[config.mk]
export PLATFORM = sky130hd
export DESIGN_NAME = cic_decim_shift
export DESIGN_NICKNAME = d
export VERILOG_FILES = /design/src/rtl/cic_pkg.sv /design/src/rtl/cic_gain_shift.sv /design/src/rtl/cic_dec_ctrl.sv /design/src/rtl/cic_filt.sv /design/src/rtl/cic_decim_shift.sv
export SDC_FILE = /design/constraint.sdc
export NUM_CORES = 1
export LEC_CHECK = 0
export CAP_MARGIN = 20
export CORE_MARGIN = 4
export CORE_UTILIZATION = 59
export CTS_CLUSTER_DIAMETER = 120
export DETAILED_ROUTE_END_ITERATION = 10
export DONT_BUFFER_PORTS = 1
export MAX_ROUTING_LAYER = met4
export PLACE_DENSITY = 0.75
export REMOVE_ABC_BUFFERS = 1
export SLEW_MARGIN = 20
export SYNTH_ARGS = -nofsm -noshare
export SYNTH_HDL_FRONTEND = slang
export SYNTH_SLANG_ARGS = --single-unit
[constraint.sdc]
create_clock -name clk -period 17.6 [get_ports clk]
set_input_delay 1.76 -clock clk [delete_from_list [all_inputs] [get_ports clk]]
set_output_delay 1.76 -clock clk [all_outputs]
set_load 0.01 [all_outputs]
[src/rtl/cic_pkg.sv]
package cic_pkg;

    localparam logic [1:0] MODE_CIC3 = 2'b00;
    localparam logic [1:0] MODE_IAD  = 2'b01;

    // Upper mode bit set selects the pass-through path.
    function automatic logic mode_is_bypass(input logic [1:0] m);
        return m[1];
    endfunction

endpackage

[src/rtl/cic_gain_shift.sv]
module cic_gain_shift #(
    parameter int IN_W    = 10,
    parameter int SHIFT_W = 6,
    parameter int SAT_W   = 16
) (
    input  logic [IN_W-1:0]    din_i,
    input  logic [SHIFT_W-1:0] sh_i,
    output logic [SAT_W-1:0]   x_o,
    output logic               sat_o
);

    // Wide enough that the largest shift never loses a bit.
    localparam int WIDE_W = IN_W + (1 << SHIFT_W) - 1;
    localparam int HI_W   = WIDE_W - SAT_W + 1;
    localparam logic [SAT_W-1:0] SAT_MAX = {1'b0, {(SAT_W-1){1'b1}}};
    localparam logic [SAT_W-1:0] SAT_MIN = {1'b1, {(SAT_W-1){1'b0}}};

    logic [WIDE_W-1:0] ext;
    logic [WIDE_W-1:0] shl;
    logic [HI_W-1:0]   hi;
    logic              fits;

    always_comb begin
        ext   = {{(WIDE_W-IN_W){din_i[IN_W-1]}}, din_i};
        shl   = ext << sh_i;
        // Result fits when every bit above the target sign bit copies it.
        hi    = shl[WIDE_W-1:SAT_W-1];
        fits  = (&hi) | ~(|hi);
        sat_o = ~fits;
        if (fits) begin
            x_o = shl[SAT_W-1:0];
        end else if (shl[WIDE_W-1]) begin
            x_o = SAT_MIN;
        end else begin
            x_o = SAT_MAX;
        end
    end

endmodule

[src/rtl/cic_dec_ctrl.sv]
module cic_dec_ctrl #(
    parameter int DEC_W = 8
) (
    input  logic             clk,
    input  logic             rst_n,
    input  logic             valid_i,
    input  logic [1:0]       mode_i,
    input  logic [DEC_W-1:0] dec_i,
    output logic             take_o,
    output logic             dump_o,
    output logic             clear_o
);
    import cic_pkg::*;

    typedef struct packed {
        logic             cfg_vld;
        logic [1:0]       mode;
        logic [DEC_W-1:0] dec;
        logic [DEC_W-1:0] cnt;
    } ctl_t;

    ctl_t             st_q;
    ctl_t             st_d;
    logic [DEC_W-1:0] r_last;

    always_comb begin
        // Factor zero behaves as one: every sample closes a run.
        r_last  = (dec_i == '0) ? '0 : dec_i - DEC_W'(1);
        clear_o = st_q.cfg_vld && ((mode_i != st_q.mode) || (dec_i != st_q.dec));
        take_o  = valid_i && !clear_o;
        dump_o  = take_o && (mode_is_bypass(mode_i) || (st_q.cnt == r_last));

        st_d         = st_q;
        st_d.cfg_vld = 1'b1;
        st_d.mode    = mode_i;
        st_d.dec     = dec_i;
        if (clear_o) begin
            st_d.cnt = '0;
        end else if (take_o) begin
            st_d.cnt = dump_o ? '0 : st_q.cnt + DEC_W'(1);
        end
    end

    always_ff @(posedge clk or negedge rst_n) begin
        if (!rst_n) begin
            st_q <= '0;
        end else begin
            st_q <= st_d;
        end
    end

    // run position never passes the last slot of a run
    a_r6_cnt_in_range: assert property (@(posedge clk) disable iff (!rst_n)
        (st_q.cfg_vld && !clear_o) |-> (st_q.cnt <= r_last));

    // a configuration change restarts the run count
    a_r8_clear_restarts: assert property (@(posedge clk) disable iff (!rst_n)
        clear_o |=> (st_q.cnt == '0));

endmodule

[src/rtl/cic_filt.sv]
module cic_filt #(
    parameter int SAT_W  = 16,
    parameter int OUT_W  = 40,
    parameter int NSTAGE = 3
) (
    input  logic             clk,
    input  logic             rst_n,
    input  logic [SAT_W-1:0] x_i,
    input  logic [1:0]       mode_i,
    input  logic             take_i,
    input  logic             dump_i,
    input  logic             clear_i,
    output logic             out_valid_o,
    output logic [OUT_W-1:0] out_data_o
);
    import cic_pkg::*;

    typedef struct packed {
        logic [NSTAGE-1:0][OUT_W-1:0] integ;
        logic [NSTAGE-1:0][OUT_W-1:0] dly;
        logic [OUT_W-1:0]             acc;
        logic                         out_valid;
        logic [OUT_W-1:0]             out_data;
    } filt_t;

    filt_t            st_q;
    filt_t            st_d;
    logic [OUT_W-1:0] xe;
    logic [OUT_W-1:0] acc_n;
    logic [OUT_W-1:0] isum  [NSTAGE];
    logic [OUT_W-1:0] cdiff [NSTAGE];

    assign xe    = {{(OUT_W-SAT_W){x_i[SAT_W-1]}}, x_i};
    assign acc_n = st_q.acc + xe;

    // Integrator chain includes the current sample; combs work on the
    // decimated integrator output with unit differential delay.
    for (genvar s = 0; s < NSTAGE; s++) begin : g_stage
        if (s == 0) begin : g_first
            assign isum[s]  = st_q.integ[s] + xe;
            assign cdiff[s] = isum[NSTAGE-1] - st_q.dly[s];
        end else begin : g_rest
            assign isum[s]  = st_q.integ[s] + isum[s-1];
            assign cdiff[s] = cdiff[s-1] - st_q.dly[s];
        end
    end

    always_comb begin
        st_d           = st_q;
        st_d.out_valid = 1'b0;
        if (clear_i) begin
            st_d.integ = '0;
            st_d.dly   = '0;
            st_d.acc   = '0;
        end else if (take_i) begin
            if (mode_is_bypass(mode_i)) begin
                st_d.out_valid = 1'b1;
                st_d.out_data  = xe;
            end else if (mode_i == MODE_IAD) begin
                if (dump_i) begin
                    st_d.out_valid = 1'b1;
                    st_d.out_data  = acc_n;
                    st_d.acc       = '0;
                end else begin
                    st_d.acc = acc_n;
                end
            end else begin
                for (int s = 0; s < NSTAGE; s++) begin
                    st_d.integ[s] = isum[s];
                end
                if (dump_i) begin
                    st_d.dly[0] = isum[NSTAGE-1];
                    for (int s = 1; s < NSTAGE; s++) begin
                        st_d.dly[s] = cdiff[s-1];
                    end
                    st_d.out_valid = 1'b1;
                    st_d.out_data  = cdiff[NSTAGE-1];
                end
            end
        end
    end

    always_ff @(posedge clk or negedge rst_n) begin
        if (!rst_n) begin
            st_q <= '0;
        end else begin
            st_q <= st_d;
        end
    end

    assign out_valid_o = st_q.out_valid;
    assign out_data_o  = st_q.out_data;

    // the cycle of a configuration change never yields an output
    a_r8_clear_silent: assert property (@(posedge clk) disable iff (!rst_n)
        clear_i |=> !out_valid_o);

    // a dump leaves the accumulator empty for the next run
    a_r5_dump_empties: assert property (@(posedge clk) disable iff (!rst_n)
        (take_i && dump_i && (mode_i == MODE_IAD)) |=> (st_q.acc == '0));

    // a filtering sample that does not close a run emits nothing
    a_r6_no_early_out: assert property (@(posedge clk) disable iff (!rst_n)
        (take_i && !dump_i && !mode_is_bypass(mode_i)) |=> !out_valid_o);

endmodule

[src/rtl/cic_decim_shift.sv]
module cic_decim_shift
    import cic_pkg::*;
#(
    parameter  int IN_W    = 10,
    parameter  int SHIFT_W = 6,
    parameter  int SAT_W   = 16,
    parameter  int DEC_W   = 8,
    parameter  int NSTAGE  = 3,
    localparam int OUT_W   = SAT_W + NSTAGE * DEC_W
) (
    input  logic               clk,
    input  logic               rst_n,
    input  logic               in_valid_i,
    input  logic [IN_W-1:0]    in_data_i,
    input  logic [1:0]         mode_i,
    input  logic [DEC_W-1:0]   dec_i,
    input  logic [SHIFT_W-1:0] shift_i,
    output logic               out_valid_o,
    output logic [OUT_W-1:0]   out_data_o,
    output logic               ovf_o
);

    localparam logic [SAT_W-1:0] SAT_MAX = {1'b0, {(SAT_W-1){1'b1}}};
    localparam logic [SAT_W-1:0] SAT_MIN = {1'b1, {(SAT_W-1){1'b0}}};

    typedef struct packed {
        logic ovf;
    } top_t;

    top_t             st_q;
    top_t             st_d;
    logic [SAT_W-1:0] x_sat;
    logic             sat;
    logic             take;
    logic             dump;
    logic             clear;
    logic [OUT_W-1:0] x_ext;

    cic_gain_shift #(
        .IN_W   (IN_W),
        .SHIFT_W(SHIFT_W),
        .SAT_W  (SAT_W)
    ) u_gain (
        .din_i(in_data_i),
        .sh_i (shift_i),
        .x_o  (x_sat),
        .sat_o(sat)
    );

    cic_dec_ctrl #(
        .DEC_W(DEC_W)
    ) u_ctrl (
        .clk    (clk),
        .rst_n  (rst_n),
        .valid_i(in_valid_i),
        .mode_i (mode_i),
        .dec_i  (dec_i),
        .take_o (take),
        .dump_o (dump),
        .clear_o(clear)
    );

    cic_filt #(
        .SAT_W (SAT_W),
        .OUT_W (OUT_W),
        .NSTAGE(NSTAGE)
    ) u_filt (
        .clk        (clk),
        .rst_n      (rst_n),
        .x_i        (x_sat),
        .mode_i     (mode_i),
        .take_i     (take),
        .dump_i     (dump),
        .clear_i    (clear),
        .out_valid_o(out_valid_o),
        .out_data_o (out_data_o)
    );

    always_comb begin
        st_d     = st_q;
        st_d.ovf = st_q.ovf | (in_valid_i & sat);
    end

    always_ff @(posedge clk or negedge rst_n) begin
        if (!rst_n) begin
            st_q <= '0;
        end else begin
            st_q <= st_d;
        end
    end

    assign ovf_o = st_q.ovf;
    assign x_ext = {{(OUT_W-SAT_W){x_sat[SAT_W-1]}}, x_sat};

    // a clamped sample sits on one of the two rails
    a_r2_clamp_on_rail: assert property (@(posedge clk) disable iff (!rst_n)
        sat |-> ((x_sat == SAT_MAX) || (x_sat == SAT_MIN)));

    // the flag never drops once raised
    a_r3_ovf_sticky: assert property (@(posedge clk) disable iff (!rst_n)
        ovf_o |=> ovf_o);

    // a clamped valid sample raises the flag next cycle
    a_r3_ovf_raised: assert property (@(posedge clk) disable iff (!rst_n)
        (in_valid_i && sat) |=> ovf_o);

    // pass-through echoes the gained sample one cycle later
    a_r4_bypass_echo: assert property (@(posedge clk) disable iff (!rst_n)
        (take && mode_is_bypass(mode_i)) |=> (out_valid_o && (out_data_o == $past(x_ext))));

    // no output strobe without a sample on the previous cycle
    a_r9_strobe_cause: assert property (@(posedge clk) disable iff (!rst_n)
        out_valid_o |-> $past(in_valid_i));

endmodule

==> results.tsv, run 1 <==
stage	metric	value	unit
outcome	status	completed	
timing	hold_viol	0	
finish	most-common-layout-cells	477 x nand2_1, 341 x dfrtp_1, 338 x a21oi_1	
finish	syn2layout_area_growth	5.64	%
timing	hold_slack	0.482	ns
synthesis	synth_cell_type_count	98	
critical_path	end_kind	flip-flop	
cts	postCtsSetupBuffers	0	
cts	numCtsBuffers	42	
critical_path	max_stage_delay	0.56	ns
timing	setup_viol_count_final	0	
synthesis	ys_async_sr_fraction	1.00	
global_route	grt_pass1_vias	24657	
critical_path	crit_fanout	71	
finish	final_util	0.631	
global_route	grt_max_degree	342	
cts	path_clk_slew	0.06	ns
placement	dp_hpwl	56600	µm
die	core_area	49000	µm²
critical_path	timing.rr.end	u_filt.out_data_o[38]	
synthesis	yosysSeqAreaShare	0.292	
placement	io_buffers	0	
global_route	grt_pass1_wl	127000	µm
timing	slew_viol_final	0	
global_route	track_usage	0.293	
timing	layout_min_cycle_time	15.83	ns
timing	max_slew_margin	0.347	
route	drtIter0Drc	2107	
critical_path	path_class	input port to flip-flop	
finish	multiInputGateArea	19100	µm²
timing	rsz0062_at_grt	false	
global_route	grt-ovfl-total	0	
timing	fin_skew	0.0162	ns
global_route	antenna_found_initial	0	
route	vias	25709	
finish	fillers	4183	
placement	gp_congestion	0.977	
timing	max_freq	63.2	MHz
route	postRouteAntennaNets	0	
finish	drive_gt1_frac	0.0475	
finish	final_common_cell	nand2_1	
cts	cts.sinks	341	
min_path	whs_path_depth	2	
cts	cts_resized	0	
critical_path	reg2reg_from	u_filt.st_q[201]	
critical_path	path_common_cell	a21oi_1	
route	wirelength	77500	µm
die	placementRows	81	
route	dr.pass1.iters	6	
die	die_h	231	µm
critical_path	rrSetupSlack	5.36	ns
critical_path	arrival	16.30	ns
route	route.detailed.drc	0	
flow_run	cap_violations	0	
synthesis	syn_inst	3538	
timing	fin_crit_sh	0.900	
finish	final-seq-area	8530	µm²
die	pin_count	71	
route	avgViaCountPerCell	6.24	
critical_path	cpMaxStageDelayCell	mux4_2	
min_path	min_from	u_filt.st_q[116]	
synthesis	syn_area_per_cell	8.26	µm²
cts	cts_tree	built	
min_path	hold_path_class	flip-flop to flip-flop	
timing	tightest_slew	0.976	ns
die	die_area	53100	µm²
synthesis	synth_enable_flop_cells	0	
route	wire_per_inst	18.8	µm
min_path	hold_end	u_filt.st_q[116]	
critical_path	crit_required	18.07	ns
synthesis	syn_area	29200	µm²
finish	fin_nets	3747	
cts	clk_latency	0.57	ns
synthesis	ys_seq_elements	341	
cts	cts_buffer_depth	3	
die	start_util	0.597	
synthesis	synth_ff_type	dfrtp_1	
cts	h-tree-depth	2	
finish	antenna_cells	0	
die	die_width	231	µm
cts	ctsHoldBuffers	0	
cts	cts-root-buf	clkbuf_16	
critical_path	rr_worst_depth	54	
critical_path	startpoint_type	input port	
synthesis	ys_warn_count	0	
-- synthesized netlist by cell type, types with 12 or more instances --
master / instances / area (µm²)
mux2i_1: 20 / 200
o21ai_1: 31 / 155
nand2_1: 478 / 1790
a211oi_1: 38 / 285
or3_1: 13 / 81.3
dfrtp_1: 341 / 8530
a31oi_1: 36 / 225
clkbuf_1: 94 / 353
buf_2: 20 / 100
nand2b_1: 36 / 225
nor2b_1: 31 / 194
mux2_2: 17 / 191
xor2_1: 89 / 780
a21oi_1: 339 / 1700
nor2_1: 199 / 747
nor3_1: 54 / 270
a22o_1: 47 / 412
xnor2_1: 178 / 1560
ha_1: 286 / 3580
o31a_1: 12 / 105
inv_1: 207 / 777
o21ai_0: 203 / 1020
and3_1: 32 / 200
o21bai_1: 38 / 285
buf_4: 41 / 308
and2_1: 21 / 131
nand4_1: 27 / 169
o21a_1: 43 / 323
nand3_1: 68 / 340
a21o_1: 151 / 1130
o31ai_1: 102 / 766
buf_1: 17 / 63.8
o211ai_1: 15 / 113
-- registers in the layout (all words and copies together) (netlist names) --
| signal | cells |
|---|---|
| ovf_o | 1 |
| u_ctrl.st_q | 19 |
| u_filt.out_data_o | 40 |
| u_filt.out_valid_o | 1 |
| u_filt.st_q | 280 |
-- area by class of cell --
class | count | share of cell area
multi-input cells | 2811 | 0.619
clock inverters | 14 | 0.00677
well taps | 664 | 0.0269
repair buffers | 17 | 0.00454
flip-flops and latches | 341 | 0.276
inverters | 212 | 0.0258
clock buffers | 61 | 0.0409
-- cell families after synthesis --
kind of cell / Yosys count / synth area share
other: 1 / 0.000128
muxes: 46 / 0.0203
and+or+nand+nor: 1012 / 0.156
AOI/OAI and AO/OA: 1190 / 0.266
DFF: 341 / 0.292
xor gates and xnor gates: 269 / 0.0816
adders and majority gates: 293 / 0.127
buffers and inverters: 386 / 0.0562
-- per-layer routing --
layer | share of wire | wire length [µm] | up-vias | global-route usage
li1 | - | - | 12449 | -
met1 | 0.45 | 34800 | 12340 | 0.390
met2 | 0.46 | 35500 | 743 | 0.462
met3 | 0.052 | 4000 | 177 | 0.0323
met4 | 0.042 | 3230 | 0 | 0.116
met5 | 0 | 0 | - | -
-- worst max path at each step --
| stage | startpoint | end | cells past startpoint |
|---|---|---|---|
| 2_1_floorplan | dec_i[2] | u_filt.st_q[105] | 8 |
| 3_3_place_gp | shift_i[0] | u_filt.out_data_o[38] | 66 |
| 3_5_place_dp | in_data_i[9] | u_filt.out_data_o[38] | 65 |
| 4_1_cts | in_data_i[9] | u_filt.out_data_o[38] | 65 |
| 5_1_grt | shift_i[0] | u_filt.out_data_o[38] | 66 |
| 6_report | in_data_i[9] | u_filt.out_data_o[38] | 64 |
-- per-stage QoR --
step | area [µm²] | setup slack [ns] | std cells | TNS (ns)
detailed placement | 29400 | 1.51 | 4045 | 0
finish | 30900 | 1.77 | 4120 | 0
global placement | 29400 | 1.93 | 4045 | 0
CTS | 30900 | 2.02 | 4120 | 0
global route | 30900 | 0.638 | 4120 | 0
floorplan | 28400 | -1.16 | 3364 | -32.38
-- critical path: cells and delay by family --
kind	cells	cell delay [ns]
muxes	2	0.77
and+or+nand+nor	15	2.97
adders and majority gates	7	2.44
AOI/OAI and AO/OA	34	7.42
xor gates and xnor gates	5	0.83
buffers and inverters	1	0.05
Power of run 1 is not shown: default switching activity piles up to over one toggle a cycle in this logic, so the estimate is an artifact.
==> run 2: changes to the inputs <==
--- a/config.mk
+++ b/config.mk
@@ -6,13 +6,15 @@
 export NUM_CORES = 1
 export LEC_CHECK = 0
 export CAP_MARGIN = 20
+export CELL_PAD_IN_SITES_DETAIL_PLACEMENT = 1
+export CELL_PAD_IN_SITES_GLOBAL_PLACEMENT = 1
 export CORE_MARGIN = 4
-export CORE_UTILIZATION = 59
+export CORE_UTILIZATION = 54
 export CTS_CLUSTER_DIAMETER = 120
 export DETAILED_ROUTE_END_ITERATION = 10
 export DONT_BUFFER_PORTS = 1
 export MAX_ROUTING_LAYER = met4
-export PLACE_DENSITY = 0.75
+export PLACE_DENSITY_LB_ADDON = 0.1
 export REMOVE_ABC_BUFFERS = 1
 export SLEW_MARGIN = 20
 export SYNTH_ARGS = -nofsm -noshare
==> results.tsv, run 2 (synthesis results as in run 1) <==
stage	metric	value	unit	change
placement	dp_cells	4072		was 4045
cts	clk_latency	0.58	ns	was 0.57 ns
min_path	min_from	u_filt.st_q[97]		was u_filt.st_q[116]
global_route	grt-ovfl-total	0		unchanged
flow_run	cap_violations	0		unchanged
cts	cts_buffer_depth	3		unchanged
critical_path	crit_fanout	20		was 71
route	wirelength	91100	µm	was 77500 µm
finish	layout.cells.non_filler	4147		was 4120
timing	hold_viol	0		unchanged
critical_path	end_kind	flip-flop		unchanged
die	pin_count	71		unchanged
finish	final_area	30900	µm²	about the same
timing	tns	0	ns	unchanged
critical_path	timing.rr.end	u_filt.out_data_o[38]		unchanged
timing	hold_slack	0.484	ns	was 0.482 ns
route	vias	26315		was 25709
placement	io_buffers	0		unchanged
critical_path	max_stage_delay	0.52	ns	was 0.56 ns
die	start_util	0.551		was 0.597
cts	ctsHoldBuffers	0		unchanged
min_path	hold_path_class	flip-flop to flip-flop		unchanged
finish	final_common_cell	nand2_1		unchanged
critical_path	arrival	16.61	ns	was 16.30 ns
timing	tightest_slew	1.19	ns	was 0.976 ns
timing	slew_viol_final	0		unchanged
min_path	hold_end	u_filt.st_q[97]		was u_filt.st_q[116]
cts	cts_resized	0		unchanged
cts	h-tree-depth	2		unchanged
global_route	grt_pass1_wl	148000	µm	was 127000 µm
die	placementRows	84		was 81
cts	cts_tree	built		unchanged
critical_path	startpoint_type	input port		unchanged
timing	setup_viol_count_final	0		unchanged
die	core_area	53100	µm²	was 49000 µm²
finish	drive_gt1_frac	0.0486		was 0.0475
finish	largest_register	u_filt.st_q		unchanged
timing	max_freq	62.0	MHz	was 63.2 MHz
finish	largest_register_ffs	280		unchanged
critical_path	path_class	input port to flip-flop		unchanged
finish	most-common-layout-cells	477 x nand2_1, 341 x dfrtp_1, 338 x a21oi_1		unchanged
critical_path	crit_required	18.08	ns	was 18.07 ns
outcome	status	completed		unchanged
critical_path	path_common_cell	a21oi_1		unchanged
cts	path_clk_slew	0.06	ns	about the same
cts	cts.sinks	341		unchanged
placement	place_area	29400	µm²	about the same
timing	fin_crit_sh	0.916		was 0.900
min_path	whs_path_depth	2		unchanged
placement	dp_hpwl	67400	µm	was 56600 µm
route	dr.pass1.iters	5		was 6
route	avgViaCountPerCell	6.35		was 6.24
cts	numCtsBuffers	43		was 42
timing	layout_min_cycle_time	16.13	ns	was 15.83 ns
global_route	grt_max_degree	342		unchanged
critical_path	rrSetupSlack	5.00	ns	was 5.36 ns
die	die_area	57900	µm²	was 53100 µm²
die	die_h	241	µm	was 231 µm
route	drtIter0Drc	1576		was 2107
critical_path	rr_worst_depth	55		was 54
critical_path	cpMaxStageDelayCell	mux4_2		unchanged
global_route	antenna_found_initial	0		unchanged
finish	syn2layout_area_growth	5.84	%	was 5.64%
global_route	grt_pass1_vias	27849		was 24657
route	route.detailed.drc	0		unchanged
route	postRouteAntennaNets	0		unchanged
finish	antenna_cells	0		unchanged
route	wire_per_inst	22.0	µm	was 18.8 µm
cts	cts-root-buf	clkbuf_16		unchanged
timing	fin_skew	0.0256	ns	was 0.0162 ns
placement	gp_congestion	0.926		was 0.977
global_route	track_usage	0.320		was 0.293
timing	max_slew_margin	0.209		was 0.347
die	die_width	241	µm	was 231 µm
critical_path	reg2reg_from	u_filt.st_q[201]		unchanged
cts	postCtsSetupBuffers	0		unchanged
timing	rsz0062_at_grt	false		unchanged
finish	fin_nets	3751		was 3747
==> run 2: worst max path at each step <==
stage / from / to / slack, ns / cells after the start
2_1_floorplan: dec_i[2] / u_filt.st_q[105] / -1.16 / 8
3_3_place_gp: shift_i[0] / u_filt.out_data_o[38] / 1.64 / 66
3_5_place_dp: shift_i[0] / u_filt.out_data_o[38] / 1.20 / 67
4_1_cts: shift_i[0] / u_filt.out_data_o[38] / 1.68 / 66
6_report: shift_i[0] / u_filt.out_data_o[38] / 1.47 / 66
5_1_grt: shift_i[0] / u_filt.out_data_o[38] / 0.46 / 66
==> run 2: metal layers <==
metal	up-vias	routed length [µm]	part of all wire	GRT usage
met5	-	0	0	-
met4	0	3440	0.038	0.109
met3	204	4150	0.046	0.0519
met2	529	43900	0.48	0.538
met1	13124	39600	0.43	0.396
li1	12458	-	-	-
==> run 2: critical path: cells and delay by family <==
family | cells | cell delay (ns)
XOR/XNOR | 5 | 0.87
AND/OR/NAND/NOR | 18 | 3.75
buffers and inverters | 1 | 0.05
adder cells (fa/ha/maj) | 6 | 2.06
multiplexers | 2 | 0.81
AO/OA/AOI/OAI | 34 | 7.29
==> run 2: per-stage QoR <==
stage,util,setup slack [ns]
floorplan,-,-1.16
global placement,0.555,1.64
detailed placement,0.555,1.20
CTS,0.583,1.68
global route,0.583,0.456
finish,0.583,1.47
==> run 2: layout make-up <==
type | count | area, µm²
timing repair buffer | 20 | 150
clock inverter | 12 | 168
clock buffer | 63 | 1320
fill | 6345 | 22200
multi-input combinational | 2811 | 19100
sequential | 341 | 8530
tap | 688 | 861
inverter | 212 | 796
Power of run 2 is left out for the same reason.
